### src/rtl/lane_par_pkg.sv
package lane_par_pkg;
  typedef enum logic [1:0] {
    SZ_FULL = 2'b00,
    SZ_HALF = 2'b01,
    SZ_ONE  = 2'b10,
    SZ_MBX  = 2'b11
  } bus_size_e;
endpackage

### src/rtl/lane_par_bank.sv
module lane_par_bank #(
  parameter int LANES  = 4,
  parameter int BYTE_W = 8,
  localparam int LANE_W = BYTE_W + 1,
  localparam int BUS_W  = LANES * LANE_W
) (
  input  logic [BUS_W-1:0] data_i,
  input  logic             odd_i,
  output logic [LANES-1:0] fail_o,
  output logic [LANES-1:0] gen_o
);
  for (genvar l = 0; l < LANES; l++) begin : g_lane
    // fail: parity of all nine bits disagrees with selected sense
    assign fail_o[l] = (^data_i[l*LANE_W +: LANE_W]) ^ odd_i;
    assign gen_o[l]  = (^data_i[l*LANE_W +: BYTE_W]) ^ odd_i;
  end
endmodule

### src/rtl/lane_mask.sv
module lane_mask
  import lane_par_pkg::*;
#(
  parameter int LANES = 4,
  localparam int HALF = (LANES > 1) ? LANES / 2 : 1
) (
  input  logic [1:0]       size_i,
  output logic [LANES-1:0] mask_o
);
  always_comb begin
    mask_o = '0;
    unique case (bus_size_e'(size_i))
      SZ_HALF: mask_o[HALF-1:0] = '1;
      SZ_ONE:  mask_o[0]        = 1'b1;
      default: mask_o           = '1;
    endcase
  end
endmodule

### src/rtl/lane_subst.sv
module lane_subst #(
  parameter int LANES  = 4,
  parameter int BYTE_W = 8,
  localparam int LANE_W = BYTE_W + 1,
  localparam int BUS_W  = LANES * LANE_W
) (
  input  logic [BUS_W-1:0] data_i,
  input  logic [LANES-1:0] par_i,
  input  logic             en_i,
  output logic [BUS_W-1:0] data_o
);
  for (genvar l = 0; l < LANES; l++) begin : g_lane
    assign data_o[l*LANE_W +: BYTE_W] = data_i[l*LANE_W +: BYTE_W];
    assign data_o[l*LANE_W + BYTE_W]  = en_i ? par_i[l] : data_i[l*LANE_W + BYTE_W];
  end
endmodule

### src/rtl/lane_parity_unit.sv
module lane_parity_unit
  import lane_par_pkg::*;
#(
  parameter int LANES  = 4,
  parameter int BYTE_W = 8,
  localparam int LANE_W = BYTE_W + 1,
  localparam int BUS_W  = LANES * LANE_W
) (
  input  logic             clk_i,
  input  logic             rst_ni,
  input  logic             odd_i,
  input  logic             gen_i,
  input  logic             cs_ni,
  input  logic             en_i,
  input  logic             wr_i,
  input  logic [1:0]       size_i,
  input  logic [BUS_W-1:0] bus_i,
  output logic             perr_no,
  input  logic [BUS_W-1:0] mbx_data_i,
  output logic [BUS_W-1:0] mbx_rd_o,
  input  logic             fifo_ld_i,
  input  logic [BUS_W-1:0] fifo_data_i,
  output logic [BUS_W-1:0] fifo_q_o
);
  logic             mbx_gen;
  logic [BUS_W-1:0] tree_in;
  logic [LANES-1:0] tree_fail, tree_gen, chk_mask;
  logic [LANES-1:0] ff_fail_unused, ff_gen;
  logic [BUS_W-1:0] ff_next;
  logic [BUS_W-1:0] fifo_q;

  // shared trees are lent to mailbox generation on a generating read
  assign mbx_gen = ~cs_ni & en_i & ~wr_i & (bus_size_e'(size_i) == SZ_MBX) & gen_i;
  assign tree_in = mbx_gen ? mbx_data_i : bus_i;

  lane_par_bank #(.LANES(LANES), .BYTE_W(BYTE_W)) u_shared_bank (
    .data_i (tree_in),
    .odd_i  (odd_i),
    .fail_o (tree_fail),
    .gen_o  (tree_gen)
  );

  lane_mask #(.LANES(LANES)) u_mask (
    .size_i (size_i),
    .mask_o (chk_mask)
  );

  assign perr_no = mbx_gen | ~|(tree_fail & chk_mask);

  lane_subst #(.LANES(LANES), .BYTE_W(BYTE_W)) u_mbx_subst (
    .data_i (mbx_data_i),
    .par_i  (tree_gen),
    .en_i   (mbx_gen),
    .data_o (mbx_rd_o)
  );

  // FIFO read path: own trees ahead of the output register
  lane_par_bank #(.LANES(LANES), .BYTE_W(BYTE_W)) u_fifo_bank (
    .data_i (fifo_data_i),
    .odd_i  (odd_i),
    .fail_o (ff_fail_unused),
    .gen_o  (ff_gen)
  );

  lane_subst #(.LANES(LANES), .BYTE_W(BYTE_W)) u_fifo_subst (
    .data_i (fifo_data_i),
    .par_i  (ff_gen),
    .en_i   (gen_i),
    .data_o (ff_next)
  );

  always_ff @(posedge clk_i or negedge rst_ni) begin
    if (!rst_ni)        fifo_q <= '0;
    else if (fifo_ld_i) fifo_q <= ff_next;
  end

  assign fifo_q_o = fifo_q;
endmodule

### config.mk
export PLATFORM = sky130hd
export DESIGN_NAME = lane_parity_unit
export DESIGN_NICKNAME = d
export VERILOG_FILES = /design/src/rtl/lane_par_pkg.sv /design/src/rtl/lane_par_bank.sv /design/src/rtl/lane_mask.sv /design/src/rtl/lane_subst.sv /design/src/rtl/lane_parity_unit.sv
export SDC_FILE = /design/constraint.sdc
export NUM_CORES = 1
export LEC_CHECK = 0
export ABC_AREA = 1
export BUFFER_PORTS_ARGS = -buffer_cell sky130_fd_sc_hd__buf_2
export CORE_MARGIN = 2
export CORE_UTILIZATION = 47
export DETAILED_ROUTE_END_ITERATION = 10
export PLACE_DENSITY = 0.87
export SYNTH_ARGS = -nofsm -noshare
export SYNTH_HDL_FRONTEND = slang
export SYNTH_SLANG_ARGS = --single-unit
### constraint.sdc
create_clock -name clk_i -period 2.7 [get_ports clk_i]
set_input_delay 0.27 -clock clk_i [delete_from_list [all_inputs] [get_ports clk_i]]
set_output_delay 0.27 -clock clk_i [all_outputs]
set_load 0.1 [all_outputs]
# ---- Word-level counts from Yosys, hierarchy flattened
# Index checks and enable logic that the tools add are counted.
dict set report op_classes {
  add_sub_neg 0
  multipliers 0
  n_div 0
  order_cmp 0
  n_eq_ne 3
  shifts 0
  mux 11
  bitwise 20
  n_reduce_logical 15
}
# operator count
set op_table {}
lappend op_table {{$reduce_xor A8 Y1} 8}
lappend op_table {{$mux W36} 1}
lappend op_table {{$reduce_xor A9 Y1} 4}
lappend op_table {{$xor A1 B1 Y1} 12}
lappend op_table {{$mux W1} 9}
lappend op_table {{$and A1 B1 Y1} 4}
lappend op_table {{$and A4 B4 Y4} 1}
lappend op_table {{$eq A2 B2 Y1 const B} 2}
lappend op_table {{$reduce_or A4 Y1} 1}
lappend op_table {{$eq A2 B1 Y1 const B} 1}
lappend op_table {{$mux W2} 1}
lappend op_table {{$not A1 Y1} 2}
lappend op_table {{$reduce_or A2 Y1} 1}
lappend op_table {{$logic_not A1 Y1} 1}
lappend op_table {{$or A1 B1 Y1} 1}
dict set report totals {
  reg_bits 36
  latchBits 0
  ram_bits 0
  rom_bits 0
  input_bits 118
  wordCells 50
  n_memories 0
}

# ---- Logic depth before layout (Yosys ltp)
dict set report logic_depth {
  word_depth 12
  mapped_depth 19
  mapped_depth_nobuf 19
}

# ---- By module
# From an unflattened synthesis, not the netlist that was laid out.
dict set report unflattened {
  cells_unflattened 637
  hier_area_um2 3860.0
}
# mod n_inst cells_per_inst area_per_inst_um2
set by_module_without_submodules {}
lappend by_module_without_submodules {lane_parity_unit 1 211 1924.3}
lappend by_module_without_submodules {lane_par_bank 2 165 659.4}
lappend by_module_without_submodules {lane_subst 2 45 289.0}
lappend by_module_without_submodules {lane_mask 1 6 38.8}

# ---- Worst setup path after synthesis
# Ideal clock, no wire load.
dict set report synth_timing {
  path_kind {input port to output port}
  startpoint {in size_i[0]}
  endpoint {out mbx_rd_o[8]}
  arrival_time_ns 2.942
  t_required_ns 2.430
  setup_slack_ns -0.512
  cell_stages 13
  cell_sequence {ha_1 -> nand2_4 -> nor2_8 -> nand2_4 -> buf_6 -> nand2_2 -> nand2_1 -> nand3_1 -> nand2_1 -> nand2_1 -> nand2_1 -> nand2_1 -> a31oi_1}
}
dict set report synth_between {
  elab_chain_cells 7
}
# item line_no
set synth_rtl {}
lappend synth_rtl {{start, declared} lane_parity_unit.sv:16} ;# input logic [1:0] size_i,
lappend synth_rtl {{$eq A2 B2 Y1 (*)} lane_parity_unit.sv:33} ;# assign mbx_gen = ~cs_ni & en_i & ~wr_i & (bus_size_e'(size_i) == SZ_MBX) & gen_i;
lappend synth_rtl {{$and A1 B1 Y1 (*) (2 in a row)} lane_parity_unit.sv:33}
lappend synth_rtl {{$mux W36} lane_parity_unit.sv:34} ;# assign tree_in = mbx_gen ? mbx_data_i : bus_i;
lappend synth_rtl {{$reduce_xor A8 Y1} lane_par_bank.sv:15} ;# assign gen_o[l] = (^data_i[l*LANE_W +: BYTE_W]) ^ odd_i;
lappend synth_rtl {{$xor A1 B1 Y1} lane_par_bank.sv:15}
lappend synth_rtl {{$mux W1 (*)} lane_subst.sv:14} ;# assign data_o[l*LANE_W + BYTE_W] = en_i ? par_i[l] : data_i[l*LANE_W + BYTE_W];
lappend synth_rtl {{end, declared} lane_parity_unit.sv:20} ;# output logic [BUS_W-1:0] mbx_rd_o,
# Mark *: on every way between the ends. The rest lies on a longest branch, timed or not.

# ---- Worst setup path in the final report
dict set report layout_timing {
  startpoint {in size_i[0]}
  endpoint {out perr_no}
}
dict set report layout_between {
  elab_chain_cells 10
}
# item line_no
set layout_rtl {}
lappend layout_rtl {{$eq A2 B2 Y1} lane_parity_unit.sv:33}
lappend layout_rtl {{$and A1 B1 Y1 (2 in a row)} lane_parity_unit.sv:33}
lappend layout_rtl {{$mux W36} lane_parity_unit.sv:34}
lappend layout_rtl {{$reduce_xor A9 Y1} lane_par_bank.sv:14} ;# assign fail_o[l] = (^data_i[l*LANE_W +: LANE_W]) ^ odd_i;
lappend layout_rtl {{$xor A1 B1 Y1} lane_par_bank.sv:14}
lappend layout_rtl {{$and A4 B4 Y4} lane_parity_unit.sv:48} ;# assign perr_no = mbx_gen | ~|(tree_fail & chk_mask);
lappend layout_rtl {{$reduce_or A4 Y1} lane_parity_unit.sv:48}
lappend layout_rtl {{$logic_not A1 Y1} lane_parity_unit.sv:48}
lappend layout_rtl {{$or A1 B1 Y1 (*)} lane_parity_unit.sv:48}
lappend layout_rtl {{end, declared} lane_parity_unit.sv:18} ;# output logic perr_no,
# Marks and branches as above.

==> flow_metrics.tcl <==
set metrics [dict create \
    cp-endpoint "perr_no" \
    period_share 0.941 \
    area_delta_synth_final_pct 31.2 \
    yosys.cell_count.top_type "nand2_1" \
    peakVddDrop_mv 0.588 \
    die_h_um 84.7 \
    worst_pin_slew_ns 0.791 \
    synth_common_cells "nand2_1, inv_1, dfrtp_1" \
    maxSlewViolCount 0 \
    yosys.area.top_type "dfrtp_1" \
    viasPerCell 4.85 \
    root_buffer "clkbuf_8" \
    nFillCells 536 \
    gp_congestion 0.834 \
    numCtsBuffers 5 \
    grt_pass1_wl_mm 12.7 \
    worstSetupStartpoint "size_i[0]" \
    synth_seq_cells 36 \
    first_global_vias 3023 \
    final.setup.tns_ns 0 \
    timing.critical_path.buf_inv 4 \
    timing.rr.end "fifo_q_o[12]" \
    drc 0 \
    die_w_um 84.7 \
    critical_path_arrival_ns 2.27 \
    start_kind "primary input" \
    syn_nets 513 \
    syn_area_sq_mm 0.00306 \
    drt_iter0_markers 72 \
    ys_types 29 \
    core-area_sq_mm 0.00631 \
    die-area_sq_mm 0.00718 \
    period_needed_ns 2.54 \
    rows 29 \
    hpwl_mm 6.52 \
    routed_wl_mm 7.88 \
    cts_sinks 36 \
    crit_top_cell "nand2_1" \
    diodes 0 \
    htree_levels 2 \
    final_cells 629 \
    cellPowerDensity_mw_per_mm2 578 \
    insertion_delay_ns 0.29 \
    grtUsageTotal 0.215 \
    fmax_mhz 393 \
    worstPathMaxFanout 13 \
    rr_worst_depth 1 \
    drive_gt1_frac 0.455 \
    status "finished, final reports clean" \
    io_pins 191 \
    rsz0062_at_grt "false" \
    ys.flop_type "dfrtp_1" \
    crit_type "primary input to output pin" \
    p_leak_nw 2.33 \
    vias 3053 \
    ys_seq_area_frac 0.294 \
    synth_cells 393 \
    timing.slew.headroom 0.472 \
    initial_core_util 0.485 \
    r2r_setup_slack_ns 1.92 \
    hold_viol 0 \
    synth-edff-count 0 \
    port_buffers 190 \
    crit_chain "buf_2 -> ha_1 -> nand2_4 -> nor2_8 -> nand2_4 -> buf_4 -> nand2_1 -> o21ai_2 -> inv_1 -> nand2_1 -> nand2_1 -> nand3b_1 -> nand3b_1 -> nand2_1 -> nor2_1 -> nand2_1 -> nand2_1 -> buf_12" \
    nets 671 \
    antenna_found_initial 0 \
    firstDrtPassIters 4 \
    cp.depth 18 \
    drv_cap 0 \
    largest_reg_flops 36 \
    cts_tree "done" \
    ant_nets 0 \
    placedCellCount 621 \
    fin_util 0.637 \
    worstPathRequired_ns 2.43 \
    clockBufferDepth 2 \
    synth_area_leaders "dfrtp_1, nand2_1, mux2_2" \
    finalClockSkew_ns 0 \
    slowest_stage "buf_4" \
    hp-class "primary input to async pin" \
    crit_family "simple AND/OR/NAND/NOR gates" \
    r2r_start "fifo_q_o[12]" \
    synth.top_cell.area_share 0.294 \
    critPathCaptureType "output pin" \
    ys_warn_count 0 \
    syn_avg_cell_area_sq_um 7.80 \
    synthArstFlopShare 1.00 \
    setup_viol 0 \
    grt-ovfl-total 0 \
    clk_pin_slew_ns 0.07 \
    wl_per_cell_um 12.5 \
    grt_max_degree 41 \
    crit_path_max_incr_delay_ns 0.23 \
]
[metal layers]
metal / vias to the layer above / GRT usage / wire length, um
li1: 1512 / - / -
met1: 1377 / 0.219 / 2850
met2: 144 / 0.413 / 4050
met3: 20 / 0.0560 / 766
met4: 0 / 0.0866 / 208
met5: - / 0 / 0
[final cells by class]
class                   count  area, sq um  share of cell area
well taps                  77         96.3              0.0240
multi-input cells         267         1700               0.424
inverters                  47          179              0.0445
flip-flops and latches     36          901               0.224
clock buffers               7         76.3              0.0190
clock inverters             1         8.76             0.00218
repair buffers            194         1060               0.263
[how the worst min path moves through the flow]
stage	start	to	depth (start not counted)
finish	rst_ni	fifo_q_o[28]	1
global route	rst_ni	fifo_q_o[28]	1
floorplan	rst_ni	fifo_q_o[0]	0
detailed placement	rst_ni	fifo_q_o[27]	1
CTS	rst_ni	fifo_q_o[23]	1
global placement	rst_ni	fifo_q_o[32]	1
[cell families after synthesis]
| logic type | Yosys count | share of synthesized area |
|---|---|---|
| mux | 34 | 0.124 |
| compound gates | 17 | 0.0339 |
| xor+xnor | 51 | 0.148 |
| fa+ha+maj | 2 | 0.00817 |
| flops | 36 | 0.294 |
| buf+inv | 90 | 0.158 |
| simple gates | 163 | 0.234 |
[power by group]
part	switching, mW	internal, mW	leakage (nW)
registers	0.0307	0.599	0.422
clock network	0.196	0.184	0.0424
logic	0.989	0.326	1.86
total	1.22	1.11	2.33
[stage by stage]
step | worst slack [ns] | instance area (sq um) | hold slack [ns] | power, mW
finish | 0.158 | 4020 | 0.0609 | 2.32
global route | 0.00422 | 4020 | 0.133 | 2.43
CTS | 0.168 | 4020 | 0.0779 | 2.34
detailed placement | 0.172 | 3930 | 0.396 | 1.96
global placement | 0.251 | 3930 | 0.385 | 1.93
floorplan | 0.151 | 3090 | -0.0256 | 1.69
[placed cells by master, fill, tap and decap left out, types with 3 or more instances in the layout]
cell / netlist / final
buf_2: 3 / 185
nand2_1: 111 / 111
inv_1: 45 / 45
dfrtp_1: 36 / 36
mux2_2: 32 / 32
nand3_1: 31 / 31
xnor2_1: 29 / 29
xor2_1: 21 / 21
nor2_1: 6 / 6
o21ai_0: 7 / 6
nand2_2: 5 / 5
clkbuf_8: 0 / 5
buf_12: 0 / 5
a31oi_2: 0 / 4
o211ai_1: 4 / 4
buf_4: 34 / 4
nand3b_1: 3 / 3
[repair_timing]
item,4_1_cts,5_1_grt
hold buffers,0,0
endpoints found under the hold margin,0,0
setup endpoints to repair,0,1
buffers inserted,0,0
resized for setup,0,3
(Power assumes the default switching activity.)
